$ cat config.mk
export PLATFORM = sky130hd
export DESIGN_NAME = gpio_pin_ctl
export DESIGN_NICKNAME = d
export VERILOG_FILES = /design/src/rtl/gpio_pin_ctl.sv
export SDC_FILE = /design/constraint.sdc
export NUM_CORES = 1
export LEC_CHECK = 0
export BUFFER_PORTS_ARGS = -buffer_cell sky130_fd_sc_hd__buf_2
export CAP_MARGIN = 5
export CORE_MARGIN = 8
export CORE_UTILIZATION = 30
export CTS_CLUSTER_SIZE = 8
export DETAILED_ROUTE_END_ITERATION = 10
export PLACE_DENSITY = 0.68
export RECOVER_POWER = 25
export SLEW_MARGIN = 20
export SYNTH_ARGS = -nofsm -noshare
export SYNTH_HDL_FRONTEND = slang
export SYNTH_SLANG_ARGS = --single-unit
$ cat constraint.sdc
create_clock -name clk -period 0.8 [get_ports clk]
set_input_delay 0.12 -clock clk [delete_from_list [all_inputs] [get_ports clk]]
set_output_delay 0.12 -clock clk [all_outputs]
set_load 0.02 [all_outputs]
$ cat src/rtl/gpio_pin_ctl.sv
module gpio_pin_ctl #(
  parameter int SYNC_STAGES = 2,
  parameter int DW = 8
) (
  input  logic          clk,
  input  logic          rst_n,
  input  logic          reg_sel,
  input  logic          wr_en,
  input  logic [DW-1:0] wr_data,
  output logic [DW-1:0] rd_data,
  input  logic          pad_in,
  output logic          pad_oe,
  output logic          pad_out,
  output logic          pad_od,
  output logic          pad_pull_en,
  output logic [1:0]    pad_pull_sel,
  output logic          edge_evt
);
  localparam int CW = 6;

  logic [CW-1:0]          drv;
  logic [1:0]             mode;
  logic [SYNC_STAGES-1:0] sync_q;
  logic                   lvl_prev;
  logic                   lvl;

  always_ff @(posedge clk or negedge rst_n) begin
    if (!rst_n) begin
      drv  <= '0;
      mode <= 2'b00;
    end else if (wr_en) begin
      if (reg_sel) mode <= wr_data[2:1];
      else         drv  <= wr_data[CW-1:0];
    end
  end

  always_ff @(posedge clk or negedge rst_n) begin
    if (!rst_n) begin
      sync_q   <= '0;
      lvl_prev <= 1'b0;
    end else begin
      sync_q   <= {sync_q[SYNC_STAGES-2:0], pad_in};
      lvl_prev <= sync_q[SYNC_STAGES-1];
    end
  end

  assign lvl = sync_q[SYNC_STAGES-1];

  wire dir_out   = drv[5];
  wire push_pull = drv[4];

  assign pad_oe       = dir_out & (push_pull | ~drv[0]);
  assign pad_out      = push_pull & drv[0];
  assign pad_od       = ~push_pull;
  assign pad_pull_en  = drv[3];
  assign pad_pull_sel = drv[2:1];

  assign edge_evt = (mode[1] & lvl & ~lvl_prev) | (mode[0] & ~lvl & lvl_prev);

  assign rd_data = reg_sel ? DW'({mode, lvl}) : DW'(drv);


  in_dir_no_drive_chk: assert property (@(posedge clk) disable iff (!rst_n)
    !rd_data[5] && !reg_sel |-> !pad_oe);


  od_never_high_chk: assert property (@(posedge clk) disable iff (!rst_n)
    pad_od && pad_oe |-> !pad_out);


  no_evt_disabled_chk: assert property (@(posedge clk) disable iff (!rst_n)
    mode == 2'b00 |-> !edge_evt);


  rise_level_chk: assert property (@(posedge clk) disable iff (!rst_n)
    edge_evt && mode == 2'b10 |-> lvl);


  single_pulse_chk: assert property (@(posedge clk) disable iff (!rst_n)
    edge_evt && mode != 2'b11 |=> !edge_evt || mode != $past(mode));
endmodule

==> summary.md, run 1 <==
| Metric | Value |
|---|---|
| Post-DRT Antenna Nets | 0 |
| Cts bufs inserted | 3 |
| Clock share of power | 21.1% |
| Diodes inserted | 0 |
| Failing checks | negative setup slack |
| CTS tree | built |
| Top area cells in the synthesized netlist | dfrtp_1 (50%), mux2_4 (16%), mux2_2 (10%) |
| Sequential area share after synthesis | 50.0% |
| Vias in the first global route | 466 |
| Die X | 58.8 um |
| Fin area | 881 sq um |
| Initial Util | 31.9% |
| Power per cell area | 2000 nW/um^2 |
| Static leakage | 0.439 nW |
| Synth Area in Compound Gates | 2.27% |
| DP Area | 688 sq um |
| Post-Synth Simple-Gate Area | 10.2% |
| CTS Sinks | 11 |
| P&R area growth vs syn | 60.0% |
| Setup violations, final | 19 |
| Place WS | -192 ps |
| Final wirelength | 1280 um |
| Non-Filler Instances | 97 |
| GRT Residual Overflow | 0 |
| DRT iter0 DRCs | 3 |
| Sw Ratio | 29.7% |
| Filler cells | 163 |
| Period utilisation layout | 152% |
| Pins Over Slew Limit | 0 |
| Max-capacitance violation count | 0 |
| Post-Synthesis Cells | 40 |
| Min Tclk post-route | 1210 ps |
| HPWL Detailed | 972 um |
| Clock Latency Late Sink | 260 ps |
| Antenna violations before repair | 0 |
| Number of nets in the layout | 86 |
| Vias per cell | 4.18 |
| Skew final | 0.312 ps |
| Final setup margin | -413 ps |
| Clock Tree Root | clkbuf_4 |
| I/O pin cnt | 28 |
| DP Cell Count | 87 |
| RSZ-0062 raised after global routing | yes |
| Reg power frac | 38.5% |
| Most frequent cells in the layout | buf_6 (18), dfrtp_1 (11), mux2_4 (9), buf_2 (9) |
| Main combinational cell family by area after synthesis | multiplexers |
| Mux share of post-synthesis cell area | 26.6% |
| Synthesis Warnings | 0 |
| Comb pwr share | 40.4% |
| Post-Syn Area | 551 sq um |
| Hold Path Class | primary input to flip-flop |
| CTS H-tree depth | 1 |
| Fin. Hold Viols | 0 |
| Gpl congestion | 0.736 |
| Largest net degree at the start of global routing | 12 |
| Crit path max fanout | 3 |
| Startpoint types | flip-flop |
| Synth area leader | dfrtp_1 |
| Synth top area share | 50.0% |
| First-pass GRT wire length | 2170 um |
| Setup tns final | -4610 ps |
| Kind of critical path | flip-flop to primary output |
| Syn avg cell area | 13.8 sq um |
| Maximum clock path buffer count | 2 |
| Routed WL per cell | 13.2 um |
| Vias | 405 |
| Status | finished, violations left |
| Total core area | 1730 sq um |
| Sw power | 0.524 mW |
| Int Pwr | 1.24 mW |
| Adder-Cell Fraction of Synth Area | 0% |
| Die Ht | 58.8 um |
| CP endpoint kind | primary output |
| WP data required | 680 ps |
| Drt pass-1 iters | 3 |
| Seq cells post-synth | 11 |
| Synth unique cells | 15 |
| Share of layout cells above drive strength 1 | 72.2% |
| Die area | 3460 sq um |
| IO buf count | 23 |
| Post-synthesis xor/xnor area fraction | 0% |
| # rows | 15 |
| Worst EP arrival | 1090 ps |
| Fmax achieved | 824 MHz |
| Clock transition at path regs | 70 ps |
| Tot GR Track Use | 8.45% |
| DRC errors left | 0 |
| Commonest non-fill, non-tap cell in the layout | buf_6 |
| Maximum vdd drop | 0.853 mV |
-- timing repair --
item	4_1_cts	5_1_grt
resized for setup	33	5
setup endpoints to repair	16	19
pin swaps	3	0
setup buffers	3	3
hold endpoints to repair	12	0
hold buffers	2	0
-- area by class of cell --
type,count,area (sq um),area share [%]
clock buffer,4,26.3,2.98
sequential,11,275,31.2
tap,25,31.3,3.55
multi-input combinational,23,249,28.3
inverter,1,3.75,0.426
timing repair buffer,33,295,33.5
-- flip-flops by register name, summed over array words and instances (netlist names) --
name      flops
lvl_prev      1
mode          2
drv           6
sync_q        2
-- path summary, 6_finish.rpt --
check / startpoint / end / slack, ps / cells after the start
worst max-delay path: drv[0] / rd_data[0] / -410 / 2
worst min-delay path: wr_data[5] / drv[5] / 80 / 2
worst max register to register: drv[0] / drv[0] / -130 / 2
worst min register to register: sync_q[0] / sync_q[1] / 350 / 0
max in group asynchronous: rst_n / drv[5] / 320 / 2
min in group asynchronous: rst_n / lvl_prev / 270 / 2
-- power by group through the flow --
stage	clock (mW)	sequential [mW]	combinational (mW)
2_1_floorplan	0	0.681	0.338
3_3_place_gp	0	0.683	0.484
3_5_place_dp	0	0.685	0.488
4_1_cts	0.389	0.676	0.695
5_1_grt	0.422	0.686	0.760
6_report	0.372	0.678	0.711
-- cells in the mapped netlist --
| cell | n |
|---|---|
| o21ai_0 | 1 |
| nor2_1 | 1 |
| inv_1 | 1 |
| nor2b_4 | 1 |
| and2_1 | 1 |
| buf_4 | 4 |
| mux2_4 | 6 |
| and2b_2 | 2 |
| a21boi_0 | 1 |
| mux2_2 | 5 |
| nand3b_1 | 1 |
| buf_6 | 2 |
| conb_1 | 1 |
| nand2_1 | 2 |
| dfrtp_1 | 11 |
-- per-stage QoR --
step / hold WS (ps) / utilization, % / total power [mW]
after global placement: -3.35 / 39.9 / 1.17
after global routing: 66.4 / 51.0 / 1.87
after detailed placement: 2.66 / 39.9 / 1.17
after CTS: 73.6 / 49.9 / 1.76
after floorplan: -176 / - / 1.02
final: 80.5 / 51.0 / 1.76
-- critical path, cell delays in order (launching register included) --
cell and delay, ps:
dfrtp_1 410, mux2_4 290, buf_6 130
-- metal layers --
metal | vias up | wire, um | global-route usage [%]
li1 | 193 | - | -
met1 | 191 | 524 | 8.42
met2 | 21 | 642 | 14.6
met3 | 0 | 115 | 5.00
met4 | 0 | 0 | 2.05
met5 | - | 0 | 0
-- cells by family (layout without fill, tap and decap cells) --
kind of cell,after synthesis,in the layout
AND/OR/NAND/NOR,8,8
multiplexers,11,11
buffers and inverters,7,38
AO/OA/AOI/OAI,2,2
flip-flops,11,11
other,1,2
Power figures use the tool's default switching activity.
==> run 2, diff against run 1 <==
Settings changed: BUFFER_PORTS_ARGS -buffer_cell sky130_fd_sc_hd__buf_2 to -buffer_cell sky130_fd_sc_hd__buf_4.
==> run 2 against run 1 <==
  * The flow still finishes with violations (negative setup slack)
  * Critical path type unchanged
  * Global-route usage decreased by 0.40 points
  * Largest cell class unchanged
  * Count of clock-buffer cells in the layout is the same
  * Critical endpoint unchanged
  * Die area unchanged
  * Maximum frequency is 1.7% higher
  * Combinational power rose by 5.6%
==> summary.md, run 2 (same netlist as run 1, synthesis figures left out) <==
| Metric | Value |
|---|---|
| Status | finished, violations left |
| Failing checks | negative setup slack |
| Setup tns final | -4640 ps |
| Vias | 400 |
| Startpoint types | flip-flop |
| Commonest non-fill, non-tap cell in the layout | buf_6 |
| DP Cell Count | 88 |
| Regs by FF count | drv x6, mode x2, sync_q x2 |
| Vias in the first global route | 477 |
| Skew final | 0.0997 ps |
| Drt pass-1 iters | 2 |
| Min Tclk post-route | 1190 ps |
| Max-capacitance violation count | 0 |
| Static leakage | 0.463 nW |
| First-pass GRT wire length | 2140 um |
| RSZ-0062 raised after global routing | yes |
| DRC errors left | 0 |
| Max stage delay on crit path | 400 ps |
| Non-Filler Instances | 98 |
| Number of nets in the layout | 87 |
| Clock Tree Root | clkbuf_4 |
| Tot GR Track Use | 8.06% |
| Fmax achieved | 838 MHz |
| Maximum vdd drop | 0.986 mV |
| Initial Util | 31.9% |
| Share of layout cells above drive strength 1 | 74.0% |
| Largest register FFs | 6 |
| WP data required | 680 ps |
| Place WS | -169 ps |
| Die Ht | 58.8 um |
| Max Used Layer | met3 |
| Fin. Hold Viols | 0 |
| P&R area growth vs syn | 67.3% |
| Cts bufs inserted | 3 |
| Maximum clock path buffer count | 2 |
| Period utilisation layout | 149% |
| CP cell instances | mux2_4, buf_6 |
| CTS Sinks | 11 |
| CTS H-tree depth | 1 |
| Routed WL per cell | 13.7 um |
| Kind of critical path | flip-flop to primary output |
| CP endpoint kind | primary output |
| I/O pin cnt | 28 |
| GRT Residual Overflow | 0 |
| Post-DRT Antenna Nets | 0 |
| Hold Path Class | primary input to flip-flop |
| Most frequent cells in the layout | buf_6 (18), buf_4 (13), mux2_4 (11), dfrtp_1 (11), clkbuf_4 (3) |
| DRT iter0 DRCs | 2 |
| Final setup margin | -393 ps |
| Power per cell area | 1960 nW/um^2 |
| M1 WL | 599 um |
| Final wirelength | 1340 um |
| Worst EP arrival | 1070 ps |
| Largest net degree at the start of global routing | 12 |
| IO buf count | 23 |
| Die area | 3460 sq um |
| Vias per cell | 4.08 |
| Diodes inserted | 0 |
| Met3 wire len | 85 um |
| Antenna violations before repair | 0 |
| Die X | 58.8 um |
| Gpl congestion | 0.735 |
| Crit path max fanout | 3 |
| Most flop-heavy register | drv |
| Pins Over Slew Limit | 0 |
| Met2 routed WL | 655 um |
| Worst Hold Margin | 82.4 ps |
| Clock Latency Late Sink | 250 ps |
| HPWL Detailed | 985 um |
| Clock transition at path regs | 70 ps |
| # rows | 15 |
| CTS tree | built |
| Setup violations, final | 20 |
| CP max stage cell | dfrtp_1 |
| Total core area | 1730 sq um |
-- run 2: power by group --
part           switching, mW  total (mW)  internal, mW
registers             0.0564       0.680         0.624
clock network          0.180       0.372         0.192
logic                  0.295       0.751         0.456
-- run 2: area by class of cell --
cell class | count | area (sq um)
Tap cell | 25 | 31.3
Sequential cell | 11 | 275
Inverter | 1 | 3.75
Multi-Input combinational cell | 23 | 259
Timing Repair Buffer | 34 | 325
Clock buffer | 4 | 26.3
Fill cell | 162 | 806
-- run 2: stage by stage --
step | utilization, % | power, mW | instance area [sq um]
global route | 53.3 | 1.90 | 921
floorplan | - | 1.02 | 568
CTS | 51.3 | 1.75 | 886
finish | 53.3 | 1.80 | 921
detailed placement | 43.6 | 1.25 | 753
global placement | 43.6 | 1.25 | 753
-- run 2: critical path, delay by kind of cell, from the launching register on --
kind     cells  cell delay [ps]
buf+inv      1              130
flops        1              400
mux          1              280
-- run 2: final timing paths --
check                           slack (ps)  startpoint    endpoint  cells past startpoint
worst max-delay path                  -390      drv[0]  rd_data[0]                      2
worst min-delay path                    80  wr_data[5]      drv[5]                      2
worst max register to register        -130      drv[4]      drv[4]                      2
worst min register to register         350   sync_q[0]   sync_q[1]                      0
max in group asynchronous              320       rst_n   sync_q[0]                      2
min in group asynchronous              260       rst_n      drv[1]                      2
-- run 2: per-layer routing --
layer	global-route usage (%)	up-vias
li1	-	193
met1	8.55	190
met2	13.4	17
met3	3.91	0
met4	3.07	0
met5	0	-
-- run 2: what timing repair did --
action / in CTS / in global routing
endpoints found under the hold margin: 12 / 0
gates resized for setup: 20 / 7
buffers inserted: 2 / 3
pin swaps: 2 / 0
gates cloned: 0 / 0
setup endpoints to repair: 16 / 20
hold buffers: 2 / 0
==> run 3, diff against run 2 <==
Settings changed: SETUP_SLACK_MARGIN set to 0.1.
==> run 3 against run 2 <==
  * The run still ends with negative setup slack left
  * Non-clock buffer count grew 2
  * Power grew 0.92%
  * Via count grew 0.75%
  * Setup slack lost 12 ps
  * Global-route usage is essentially flat
  * Critical path depth is the same
  * Hold slack gained 6.2 ps
  * Die area is the same
  * Sequential power is essentially flat
  * Maximum frequency shrank 0.96%
  * Clock skew is essentially flat
  * Utilization grew 1.0 points
==> summary.md, run 3 (same netlist as run 1, synthesis figures left out) <==
| Metric | Value |
|---|---|
| Crit path max-delay family | flip-flops |
| Skew final | 0.228 ps |
| Kind of critical path | flip-flop to primary output |
| Tot GR Track Use | 8.01% |
| CP endpoint kind | primary output |
| WP data required | 680 ps |
| Static leakage | 0.474 nW |
| Vias per cell | 4.03 |
| Failing checks | negative setup slack |
| # rows | 15 |
| CTS H-tree depth | 1 |
| Total core area | 1730 sq um |
| Fin area | 938 sq um |
| Setup violations, final | 20 |
| CP max stage cell | dfrtp_1 |
| RSZ-0062 raised after global routing | yes |
| Gpl congestion | 0.723 |
| Startpoint types | flip-flop |
| Largest net degree at the start of global routing | 12 |
| CTS tree | built |
| Post-DRT Antenna Nets | 0 |
| M1 WL | 517 um |
| Final wirelength | 1320 um |
| Die Ht | 58.8 um |
| HPWL Detailed | 944 um |
| Setup tns final | -4750 ps |
| IO buf count | 23 |
| Status | finished, violations left |
| DRT iter0 DRCs | 6 |
| Cts bufs inserted | 3 |
| Most frequent cells in the layout | buf_6 (20), buf_4 (13), mux2_4 (11), dfrtp_1 (11), clkbuf_4 (3) |
| Total power | 1.82 mW |
| GRT Residual Overflow | 0 |
| Die area | 3460 sq um |
| Crit path max fanout | 4 |
| Antenna violations before repair | 0 |
| Maximum clock path buffer count | 2 |
| Clock Tree Root | clkbuf_4 |
| Largest register FFs | 6 |
| Vias | 403 |
| Met3 wire len | 100 um |
| Worst Hold Margin | 88.6 ps |
| Fin. Hold Viols | 0 |
| Period utilisation layout | 151% |
| CP Buf/Inv Count | 1 |
| Filler cells | 153 |
| Die X | 58.8 um |
| Maximum vdd drop | 0.681 mV |
| Clock Latency Late Sink | 260 ps |
| Drt pass-1 iters | 3 |
| Max-capacitance violation count | 0 |
| Commonest non-fill, non-tap cell in the layout | buf_6 |
| Power per cell area | 1940 nW/um^2 |
| Pins Over Slew Limit | 0 |
| P&R area growth vs syn | 70.5% |
| Met2 routed WL | 674 um |
| Number of nets in the layout | 89 |
| Diodes inserted | 0 |
| Most flop-heavy register | drv |
| I/O pin cnt | 28 |
| DRC errors left | 0 |
| CP cell instances | mux2_4, buf_6 |
| Place WS | -177 ps |
| Fmax achieved | 830 MHz |
| First-pass GRT wire length | 2050 um |
| Min Tclk post-route | 1200 ps |
| Regs by FF count | drv x6, mode x2, sync_q x2 |
| Initial Util | 31.9% |
| Max stage delay on crit path | 410 ps |
| Share of layout cells above drive strength 1 | 74.7% |
| Max Used Layer | met4 |
| Hold Path Class | primary input to flip-flop |
| Worst EP arrival | 1080 ps |
| Vias in the first global route | 437 |
| Final setup margin | -405 ps |
| Routed WL per cell | 13.2 um |
| DP Area | 763 sq um |
| CTS Sinks | 11 |
| Clock transition at path regs | 60 ps |
-- run 3: cell types whose count changed in the layout (fill, tap and decap cells not counted), sizes merged --
cell / previous run / this run
buf: 31 / 33
-- run 3: final cells by class --
type	instances	area (sq um)	area share [%]
repair buffers	36	348	37.1
well taps	25	31.3	3.33
inverters	1	3.75	0.400
flip-flops and latches	11	275	29.3
clock buffers	4	26.3	2.80
multi-input cells	23	254	27.1
-- run 3: worst paths after layout --
path | start | to | slack [ps] | depth (start not counted)
max in group asynchronous | rst_n | sync_q[0] | 330 | 2
setup reg to reg | drv[0] | drv[0] | -240 | 3
setup / recovery | drv[0] | rd_data[0] | -400 | 2
hold / removal | wr_data[3] | drv[3] | 90 | 2
min in group asynchronous | rst_n | drv[3] | 260 | 2
hold reg to reg | sync_q[0] | sync_q[1] | 360 | 0
-- run 3: report_power, final --
part	total [mW]	leakage, nW	switching (mW)	internal, mW
combinational	0.783	0.331	0.302	0.481
sequential	0.679	0.129	0.0550	0.624
clock	0.358	0.0150	0.165	0.193
total	1.82	0.474	0.522	1.30
-- run 3: layer usage --
metal,vias to the layer above,global-route usage [%]
met4,0,8.19
met5,-,0
met1,191,7.91
li1,196,-
met2,14,13.1
met3,2,1.96
-- run 3: repair_timing --
action	CTS	global route
setup endpoints to repair	21	21
resized for setup	25	1
pin swaps	3	1
buffers inserted	6	0
endpoints found under the hold margin	12	0
hold buffers	2	0
-- run 3: through the flow --
stage	cells	util [%]
2_1_floorplan	41	-
5_1_grt	100	54.3
3_5_place_dp	89	44.2
4_1_cts	100	54.3
3_3_place_gp	89	44.2
6_report	100	54.3
